### config.mk
export PLATFORM = sky130hd
export DESIGN_NAME = fp_reg_stack
export DESIGN_NICKNAME = d
export VERILOG_FILES = /design/src/rtl/fpstk_pkg.sv /design/src/rtl/fpstk_map.sv /design/src/rtl/fpstk_tags.sv /design/src/rtl/fpstk_file.sv /design/src/rtl/fp_reg_stack.sv
export SDC_FILE = /design/constraint.sdc
export NUM_CORES = 1
export LEC_CHECK = 0
export BUFFER_PORTS_ARGS = -buffer_cell sky130_fd_sc_hd__buf_2
export CAP_MARGIN = 20
export CORE_UTILIZATION = 25
export CTS_CLUSTER_DIAMETER = 50
export CTS_CLUSTER_SIZE = 12
export DETAILED_ROUTE_END_ITERATION = 8
export SLEW_MARGIN = 20
export SYNTH_ARGS = -nofsm -noshare
export SYNTH_HDL_FRONTEND = slang
export SYNTH_HIERARCHICAL = 1
export SYNTH_SLANG_ARGS = --single-unit
### constraint.sdc
create_clock -name clk -period 8.5 [get_ports clk]
set_input_delay 0.425 -clock clk [delete_from_list [all_inputs] [get_ports clk]]
set_output_delay 0.425 -clock clk [all_outputs]
set_load 0.05 [all_outputs]
### src/rtl/fpstk_pkg.sv
package fpstk_pkg;
   typedef enum logic [2:0] {
      OP_NOP   = 3'd0,
      OP_PUSH  = 3'd1,
      OP_PUSHZ = 3'd2,
      OP_POP   = 3'd3,
      OP_WRITE = 3'd4,
      OP_WRPOP = 3'd5
   } stk_op_e;
endpackage

### src/rtl/fpstk_map.sv
// Relative-to-physical index translation; the add wraps at the pointer width.
module fpstk_map #(
   parameter int PTR_W = 3
) (
   input  logic [PTR_W-1:0] top_i,
   input  logic [PTR_W-1:0] rel_i,
   output logic [PTR_W-1:0] phys_o
);
   assign phys_o = top_i + rel_i;
endmodule

### src/rtl/fpstk_tags.sv
module fpstk_tags #(
   parameter int DEPTH = 8,
   localparam int PTR_W = $clog2(DEPTH)
) (
   input  logic             clk,
   input  logic             rst,
   input  logic             set_en,
   input  logic [PTR_W-1:0] set_idx,
   input  logic             clr_en,
   input  logic [PTR_W-1:0] clr_idx,
   output logic [DEPTH-1:0] tag_o
);
   logic [DEPTH-1:0] tag_q;

   for (genvar g = 0; g < DEPTH; g++) begin : g_tag
      always_ff @(posedge clk) begin
         if (rst)
            tag_q[g] <= 1'b0;
         else if (set_en && set_idx == PTR_W'(g))
            tag_q[g] <= 1'b1;
         else if (clr_en && clr_idx == PTR_W'(g))
            tag_q[g] <= 1'b0;
      end
   end

   assign tag_o = tag_q;

   // every accepted operation fills or empties at most one register
   AST_ONE_TAG_MOVES: assert property (@(posedge clk) disable iff (rst)
      $countones(tag_q ^ $past(tag_q)) <= 1);

   always_comb begin
      if (set_en && clr_en)
         AST_NO_SET_CLR_SAME: assert (set_idx != clr_idx);
   end
endmodule

### src/rtl/fpstk_file.sv
module fpstk_file #(
   parameter int DEPTH = 8,
   parameter int WIDTH = 80,
   localparam int PTR_W = $clog2(DEPTH)
) (
   input  logic             clk,
   input  logic             we,
   input  logic [PTR_W-1:0] waddr,
   input  logic [WIDTH-1:0] wdata,
   input  logic [PTR_W-1:0] raddr_a,
   input  logic [PTR_W-1:0] raddr_b,
   output logic [WIDTH-1:0] rdata_a,
   output logic [WIDTH-1:0] rdata_b
);
   logic [WIDTH-1:0] mem [DEPTH];

   always_ff @(posedge clk) begin
      if (we)
         mem[waddr] <= wdata;
   end

   assign rdata_a = mem[raddr_a];
   assign rdata_b = mem[raddr_b];
endmodule

### src/rtl/fp_reg_stack.sv
module fp_reg_stack
   import fpstk_pkg::*;
#(
   parameter int EXP_W  = 15,
   parameter int FRAC_W = 64,
   parameter int DEPTH  = 8,
   localparam int WORD_W = 1 + EXP_W + FRAC_W,
   localparam int PTR_W  = $clog2(DEPTH)
) (
   input  logic              clk,
   input  logic              rst,
   input  logic [2:0]        op_i,
   input  logic [PTR_W-1:0]  wr_idx_i,
   input  logic [WORD_W-1:0] wr_data_i,
   input  logic              rd_a_en_i,
   input  logic [PTR_W-1:0]  rd_a_idx_i,
   output logic [WORD_W-1:0] rd_a_data_o,
   output logic              rd_a_valid_o,
   input  logic              rd_b_en_i,
   input  logic [PTR_W-1:0]  rd_b_idx_i,
   output logic [WORD_W-1:0] rd_b_data_o,
   output logic              rd_b_valid_o,
   output logic [PTR_W-1:0]  top_o,
   output logic              ovf_o,
   output logic              unf_o
);
   // elaboration-time parameter checks
   if (DEPTH < 2 || (1 << PTR_W) != DEPTH) begin : g_bad_depth
      $error("DEPTH must be a power of two of at least 2");
   end
   if (EXP_W < 2 || FRAC_W < 1) begin : g_bad_fmt
      $error("exponent and fraction widths too small");
   end

   localparam int NMAP = 5;
   localparam int M_RDA = 0, M_RDB = 1, M_WR = 2, M_ONE = 3, M_PUSH = 4;

   stk_op_e                      op;
   logic [PTR_W-1:0]             top_q, top_d;
   logic [DEPTH-1:0]             tags;
   logic [NMAP-1:0][PTR_W-1:0]   rel_v, phys_v;
   logic                         we, set_en, clr_en, ovf_d, unf_d;
   logic [PTR_W-1:0]             waddr, set_idx, clr_idx;
   logic [WORD_W-1:0]            wdata;

   assign op = stk_op_e'(op_i);

   // stack-relative translation for every port that names an operand
   assign rel_v[M_RDA]  = rd_a_idx_i;
   assign rel_v[M_RDB]  = rd_b_idx_i;
   assign rel_v[M_WR]   = wr_idx_i;
   assign rel_v[M_ONE]  = PTR_W'(1);
   assign rel_v[M_PUSH] = '1;          // minus one: the slot a push lands in

   for (genvar g = 0; g < NMAP; g++) begin : g_map
      fpstk_map #(.PTR_W(PTR_W)) u_map (
         .top_i  (top_q),
         .rel_i  (rel_v[g]),
         .phys_o (phys_v[g])
      );
   end

   // operation decode with guard checks
   always_comb begin
      we      = 1'b0;
      waddr   = phys_v[M_PUSH];
      wdata   = wr_data_i;
      set_en  = 1'b0;
      set_idx = phys_v[M_PUSH];
      clr_en  = 1'b0;
      clr_idx = top_q;
      top_d   = top_q;
      ovf_d   = 1'b0;
      unf_d   = (rd_a_en_i && !tags[phys_v[M_RDA]]) ||
                (rd_b_en_i && !tags[phys_v[M_RDB]]);
      case (op)
         OP_PUSH, OP_PUSHZ: begin
            if (tags[phys_v[M_PUSH]]) begin
               ovf_d = 1'b1;
            end else begin
               we     = 1'b1;
               wdata  = (op == OP_PUSHZ) ? '0 : wr_data_i;
               set_en = 1'b1;
               top_d  = phys_v[M_PUSH];
            end
         end
         OP_POP: begin
            if (!tags[top_q]) begin
               unf_d = 1'b1;
            end else begin
               clr_en = 1'b1;
               top_d  = phys_v[M_ONE];
            end
         end
         OP_WRITE: begin
            if (!tags[phys_v[M_WR]]) begin
               unf_d = 1'b1;
            end else begin
               we    = 1'b1;
               waddr = phys_v[M_WR];
            end
         end
         OP_WRPOP: begin
            if (!tags[top_q] || !tags[phys_v[M_ONE]]) begin
               unf_d = 1'b1;
            end else begin
               we     = 1'b1;
               waddr  = phys_v[M_ONE];
               clr_en = 1'b1;
               top_d  = phys_v[M_ONE];
            end
         end
         default: ;
      endcase
   end

   always_ff @(posedge clk) begin
      if (rst) begin
         top_q <= '0;
         ovf_o <= 1'b0;
         unf_o <= 1'b0;
      end else begin
         top_q <= top_d;
         ovf_o <= ovf_d;
         unf_o <= unf_d;
      end
   end

   fpstk_tags #(.DEPTH(DEPTH)) u_tags (
      .clk     (clk),
      .rst     (rst),
      .set_en  (set_en),
      .set_idx (set_idx),
      .clr_en  (clr_en),
      .clr_idx (clr_idx),
      .tag_o   (tags)
   );

   fpstk_file #(.DEPTH(DEPTH), .WIDTH(WORD_W)) u_file (
      .clk     (clk),
      .we      (we),
      .waddr   (waddr),
      .wdata   (wdata),
      .raddr_a (phys_v[M_RDA]),
      .raddr_b (phys_v[M_RDB]),
      .rdata_a (rd_a_data_o),
      .rdata_b (rd_b_data_o)
   );

   assign rd_a_valid_o = tags[phys_v[M_RDA]];
   assign rd_b_valid_o = tags[phys_v[M_RDB]];
   assign top_o        = top_q;

   // assertions next to the pointer and flag logic
   AST_PUSH_MOVES_DOWN: assert property (@(posedge clk) disable iff (rst)
      set_en |=> (top_q == $past(top_q - PTR_W'(1))));
   AST_POP_EMPTIES_OLD_TOP: assert property (@(posedge clk) disable iff (rst)
      (clr_en && !we) |=> !tags[$past(top_q)]);
   AST_WRPOP_NEW_TOP_FULL: assert property (@(posedge clk) disable iff (rst)
      (clr_en && we) |=> (tags[top_q] && !tags[$past(top_q)]));
   AST_NO_OVERFLOW_MOVE: assert property (@(posedge clk) disable iff (rst)
      ovf_o |-> (top_q == $past(top_q)));
   AST_UNF_BLOCKS_POP: assert property (@(posedge clk) disable iff (rst)
      (op == OP_POP && !tags[top_q]) |=> (unf_o && top_q == $past(top_q)));
endmodule

==> results.toml, run 1 <==
[placement]
dp_hpwl_mm = 52.8
gp_congestion = 0.771
io_buffers = 262
dp_cells = 3271
place_ws_ns = 3.40

[timing]
skew_ns = 0.0284
finalHoldViolCount = 0
relSlewSlack_pct = 20.9
hold_ws_ns = 0.191
finalSetupViolations = 0
post-route-period-util_pct = 62.1
tightest_slew_ns = 1.19
slew_viol_final = 0
finalCriticalPeriod_ns = 5.28
max_freq_mhz = 189
worst_slack_ns = 3.22
rsz0062_at_grt = "false"
tns_ns = 0

[final_layout]
drive_above_1_share_pct = 52.2
nets = 1834
n_antenna_cell = 0
syn_to_final_growth_pct = 18.8
layout_common_cells = "640 x edfxtp_1, 328 x mux4_2, 262 x buf_2, 168 x mux2_2, 85 x and2_1"
fin_util_pct = 30.0
layout_commonest_cell = "edfxtp_1"
fin_cells = 3401

[setup_path]
cp_data_arrival_time_ns = 4.86
cp.required_ns = 8.08
start_kind = "flip-flop"
crit_fanout = 54
reg2reg_depth = 9
timing.rr.start = "top_o[0]$_SDFFE_PP0P_"
r2r-end = "u_file/mem[7][73]$_DFFE_PP_"
end_kind = "primary output"
path_class = "reg -> out"
ff2ff_setup_slack_ns = 3.46

[grt]
grt_usage_pct = 13.7
grt_first_pass_wirelength_mm = 126
grt_pass1_vias = 17900
antenna_found_initial = 2
grt_max_degree = 152
grt-ovfl-total = 0

[synthesis]
syn_area_per_cell_um2 = 21.3
synth-compound-area-share_pct = 0.567
synth_top_family_by_area = "multiplexers"
syn-cell-area_um2 = 30900
synthTopCellsByArea = "edfxtp_1 62%, mux4_2 24%, mux2_2 6.1%"
synthAdderAreaFrac_pct = 0.526
ys.flop_type = "edfxtp_1"
yosysTopAreaCell = "edfxtp_1"
synth_edf_count = 640
yosys_warnings = 6
async_reset_ff_share_pct = 0
synth_xor_area_share_pct = 0.413
synthMuxAreaShare_pct = 30.5
netlist_instances = 1453
ys_seq_area_share_pct = 63.0
ys_ff_latch = 653
yosys.area.top_type_share_pct = 62.2
ys_types = 50
synthSimpleGateAreaFrac_pct = 3.06

[die]
core_um2 = 122000
die_w_um = 354
num_rows = 128
die_h_um = 354
dieArea_um2 = 125000
ios = 263
start_util_pct = 25.3

[hold_path]
hold_class = "in -> reg"
hold_start = "op_i[0]"
whs_endpoint = "unf_o$_SDFF_PP0_"
hold_depth = 3

[cts]
ctsHtreeMaxLevel = 3
post_cts_buffers = 0
cts_tree = "built"
cts.clk_slew.worst_paths_ns = 0.06
cts_resized = 0
clk_latency_ns = 0.65
clk_path_buf_depth = 3
clock_sinks = 653
cts-hold-fix-buffers = 0
cts_root_buffer = "clkbuf_16"
numCtsBuffers = 79

[flow_run]
maxCapViolCount = 0

[drt]
drcViolationCount = 0
via_per_inst = 4.78
met1_length_mm = 34.9
drtAntennaViolNets = 0
wire_per_inst_um = 25.4
drt_iter0_drc = 1248
route.met2.wl_mm = 44.7
met3WireLength_mm = 4.42
firstDrtPassIters = 7
highest_layer = "met4"
num_vias = 16200
wl_mm = 86.2

[pwr]
irDropWorstVdd_v = 0.000252
leakage_uw = 0.0118
p_per_area_nw_per_um2 = 288

[run_status]
status = "finished clean"
==> worst max-delay path by stage <==
stage          depth (start not counted)                           to  slack (ns)                   from
3_5_place_dp                           9  u_file/mem[7][73]$_DFFE_PP_        3.40  top_o[0]$_SDFFE_PP0P_
3_3_place_gp                           9  u_file/mem[4][72]$_DFFE_PP_        3.07  top_o[0]$_SDFFE_PP0P_
4_1_cts                                7              rd_a_data_o[12]        2.85  top_o[0]$_SDFFE_PP0P_
5_1_grt                                8              rd_a_data_o[13]        3.06  top_o[0]$_SDFFE_PP0P_
6_report                               8              rd_a_data_o[14]        3.22  top_o[0]$_SDFFE_PP0P_
2_1_floorplan                          9   u_file/mem[1][0]$_DFFE_PP_        1.69  top_o[0]$_SDFFE_PP0P_
==> cells in the mapped netlist (all sizes together) (6+ instances only) <==
master and instances:
mux2 168, edfxtp 640, nor2 14, mux4 330, clkbuf 40, mux2i 7, o22ai 10, buf 60
nor2b 6, and2 85, nand2b 14, dfxtp 13
==> power by group <==
part	switching [uW]	internal (uW)	leakage, uW	total (uW)
clock network	1400	1950	0.00124	3350
registers	61.2	3700	0.00591	3760
logic	2280	1190	0.00465	3460
total	3740	6830	0.0118	10600
==> through the flow <==
stage / instance area [um^2] / power [uW]
6_report: 36700 / 10600
2_1_floorplan: 30900 / 6410
3_3_place_gp: 34100 / 7330
3_5_place_dp: 34100 / 7370
5_1_grt: 36700 / 11000
4_1_cts: 36700 / 10700
==> worst max-delay path: stages, from the launching register on <==
cell	delay [ns]
dfxtp_1	0.57
ha_4	0.31
fa_4	0.42
xor3_4	0.78
buf_16	0.32
buf_4	0.72
mux4_2	0.41
mux2_2	0.33
buf_2	0.23
==> area by class of cell <==
| type | count | area [um^2] |
|---|---|---|
| clock inverters | 44 | 572 |
| fillers | 11800 | 85500 |
| well taps | 1625 | 2030 |
| clock buffers | 85 | 2000 |
| inverters | 4 | 15.0 |
| flip-flops and latches | 653 | 19500 |
| multi-input cells | 700 | 11000 |
| repair buffers | 290 | 1650 |
==> flip-flops by register name (all words and copies together) (netlist names) <==
signal / cells
top_o: 3
u_tags/tag_o: 8
ovf_o: 1
u_file/mem: 640
unf_o: 1
==> layer usage <==
| metal | vias up | GRT usage, % |
|---|---|---|
| met5 | - | 0 |
| met4 | 0 | 4.03 |
| met3 | 117 | 2.11 |
| met2 | 532 | 23.7 |
| met1 | 8774 | 17.6 |
| li1 | 6817 | - |
==> cell families (layout without fill, tap and decap cells) <==
family / Yosys count / after routing
simple gates: 148 / 148
xor+xnor: 6 / 6
other cells: 2 / 6
buf+inv: 104 / 423
flops: 653 / 653
mux: 505 / 505
compound gates: 25 / 25
fa+ha+maj: 10 / 10
(Power assumes the default switching activity.)
==> run 2, diff against run 1 <==
==> constraint.sdc (replaced) <==
create_clock -name clk -period 4.3 [get_ports clk]
set_input_delay 0.215 -clock clk [delete_from_list [all_inputs] [get_ports clk]]
set_output_delay 0.215 -clock clk [all_outputs]
set_load 0.05 [all_outputs]
==> run 2 against run 1 <==
Effect of this change: clock skew up 0.0027 ns; utilization up 0.23 points; register-to-register slack worse by 3.0 ns; worst hold slack worse by 0.15 ns; flip-flop and latch count unchanged; global-route usage down 0.22 points; die area unchanged; cell area up 0.77%; power up 96%; worst setup slack worse by 3.0 ns; highest routed layer is now met5.
==> results.toml, run 2 (synthesized netlist as in run 1, its figures left out) <==
[pwr]
p_per_area_nw_per_um2 = 560
power_uw = 20700
leakage_uw = 0.0119
irDropWorstVdd_v = 0.000425

[final_layout]
n_fill_cell = 11700
largest_register_ffs = 640
nets = 1848
n_antenna_cell = 0
layout_common_cells = "640 x edfxtp_1, 330 x mux4_2, 262 x buf_2, 167 x mux2_2, 85 x and2_1"
drive_above_1_share_pct = 53.0
register_area_um2 = 19500
multi_input_area_um2 = 11000
layout_commonest_cell = "edfxtp_1"
syn_to_final_growth_pct = 19.7
fin_area_um2 = 37000
largest-register = "u_file/mem"

[grt]
grt_max_degree = 83
grtUsageMet1_pct = 16.7
grt-ovfl-total = 0
antenna_found_initial = 3
grt_use_met2_pct = 23.1
grt_pass1_vias = 17700
top_usage_layer = "met2"
grt_first_pass_wirelength_mm = 123
grt_usage_pct = 13.5
met3_usage_pct = 2.90

[cts]
post_cts_buffers = 0
cts_resized = 0
numCtsBuffers = 80
clock_sinks = 653
clk_path_buf_depth = 3
cts.clk_slew.worst_paths_ns = 0.06
clk_latency_ns = 0.64
cts_root_buffer = "clkbuf_16"
ctsHtreeMaxLevel = 3
cts_tree = "built"

[die]
die_w_um = 354
start_util_pct = 25.3
die_h_um = 354
core_um2 = 122000
dieArea_um2 = 125000
ios = 263
num_rows = 128

[drt]
via_per_inst = 4.79
wire_per_inst_um = 24.9
drt_iter0_drc = 1501
drtAntennaViolNets = 0
wl_mm = 85.1
num_vias = 16400
firstDrtPassIters = 5
drcViolationCount = 0

[placement]
dp_hpwl_mm = 51.6
postPlaceCellArea_um2 = 34400
gp_congestion = 0.818
place_ws_ns = 0.463
io_buffers = 262

[timing]
relSlewSlack_pct = 28.1
max_freq_mhz = 247
worst_slack_ns = 0.259
finalCriticalPeriod_ns = 4.04
post-route-period-util_pct = 94.0
finalSetupViolations = 0
finalHoldViolCount = 0
tightest_slew_ns = 1.08
slew_viol_final = 0
rsz0062_at_grt = "false"
skew_ns = 0.0311

[setup_path]
end_kind = "primary output"
start_kind = "flip-flop"
cp_data_arrival_time_ns = 3.83
cp.required_ns = 4.09
crit_fanout = 82
path_class = "reg -> out"

[run_status]
status = "finished clean"

[hold_path]
hold_class = "in -> reg"

[flow_run]
maxCapViolCount = 0
## run 2: cell types whose count changed in the layout (fill, tap and decap cells not counted), sizes merged
cell         change
buf              +9
bufinv           -3
clkbuf           +2
clkinv           -2
clkinvlp         -1
dlygate4sd3      +4
inv              +5
## run 2: per-layer routing
metal	wire, um	share of wire [%]	vias up
li1	-	-	6839
met1	33700	40	8787
met2	43000	51	588
met3	5760	6.8	132
met4	2550	3.0	4
met5	18	0.021	-
## run 2: layout make-up
class | instances | area share (%)
inverter | 4 | 0.0406
timing repair buffer | 303 | 5.21
sequential | 653 | 52.7
multi-input combinational | 700 | 29.8
tap | 1625 | 5.49
clock buffer | 87 | 5.48
clock inverter | 43 | 1.33
## run 2: what timing repair did
| item | 4_1_cts | 5_1_grt |
|---|---|---|
| hold endpoints to repair | 17 | 0 |
| hold buffers | 4 | 0 |
| endpoints found under the setup margin | 0 | 0 |
## run 2: worst paths after layout
| check | from | end | slack [ns] | cells after the start |
|---|---|---|---|---|
| worst max-delay path | top_o[0]$_SDFFE_PP0P_ | rd_b_data_o[75] | 0.26 | 7 |
| worst min-delay path | wr_data_i[4] | u_file/mem[7][4]$_DFFE_PP_ | 0.04 | 2 |
| worst max register to register | top_o[0]$_SDFFE_PP0P_ | u_file/mem[5][55]$_DFFE_PP_ | 0.43 | 10 |
| worst min register to register | u_tags/tag_o[2]$_SDFFE_PP0P_ | u_tags/tag_o[2]$_SDFFE_PP0P_ | 0.60 | 2 |
## run 2: stage by stage
stage | hold slack, ns | instances | util [%] | setup TNS, ns
2_1_floorplan | 0.284 | 1457 | - | -59.85
3_3_place_gp | 0.572 | 3281 | 28.2 | 0
3_5_place_dp | 0.573 | 3281 | 28.2 | 0
4_1_cts | 0.00134 | 3415 | 30.3 | 0
5_1_grt | 0.0379 | 3415 | 30.3 | 0
6_report | 0.0450 | 3415 | 30.3 | 0
## run 2: power by group
group | switching (uW) | total [uW] | internal (uW)
combinational | 4490 | 6870 | 2380
sequential | 123 | 7440 | 7310
clock | 2720 | 6430 | 3710
## run 2: worst max-delay path, cell delays in order (launching register included)
cell and delay [ns]:
dfxtp_4 0.43, ha_4 0.20, fa_4 0.42, xor3_4 0.59
buf_12 0.38, mux4_2 0.40, mux2_2 0.33, buf_2 0.23
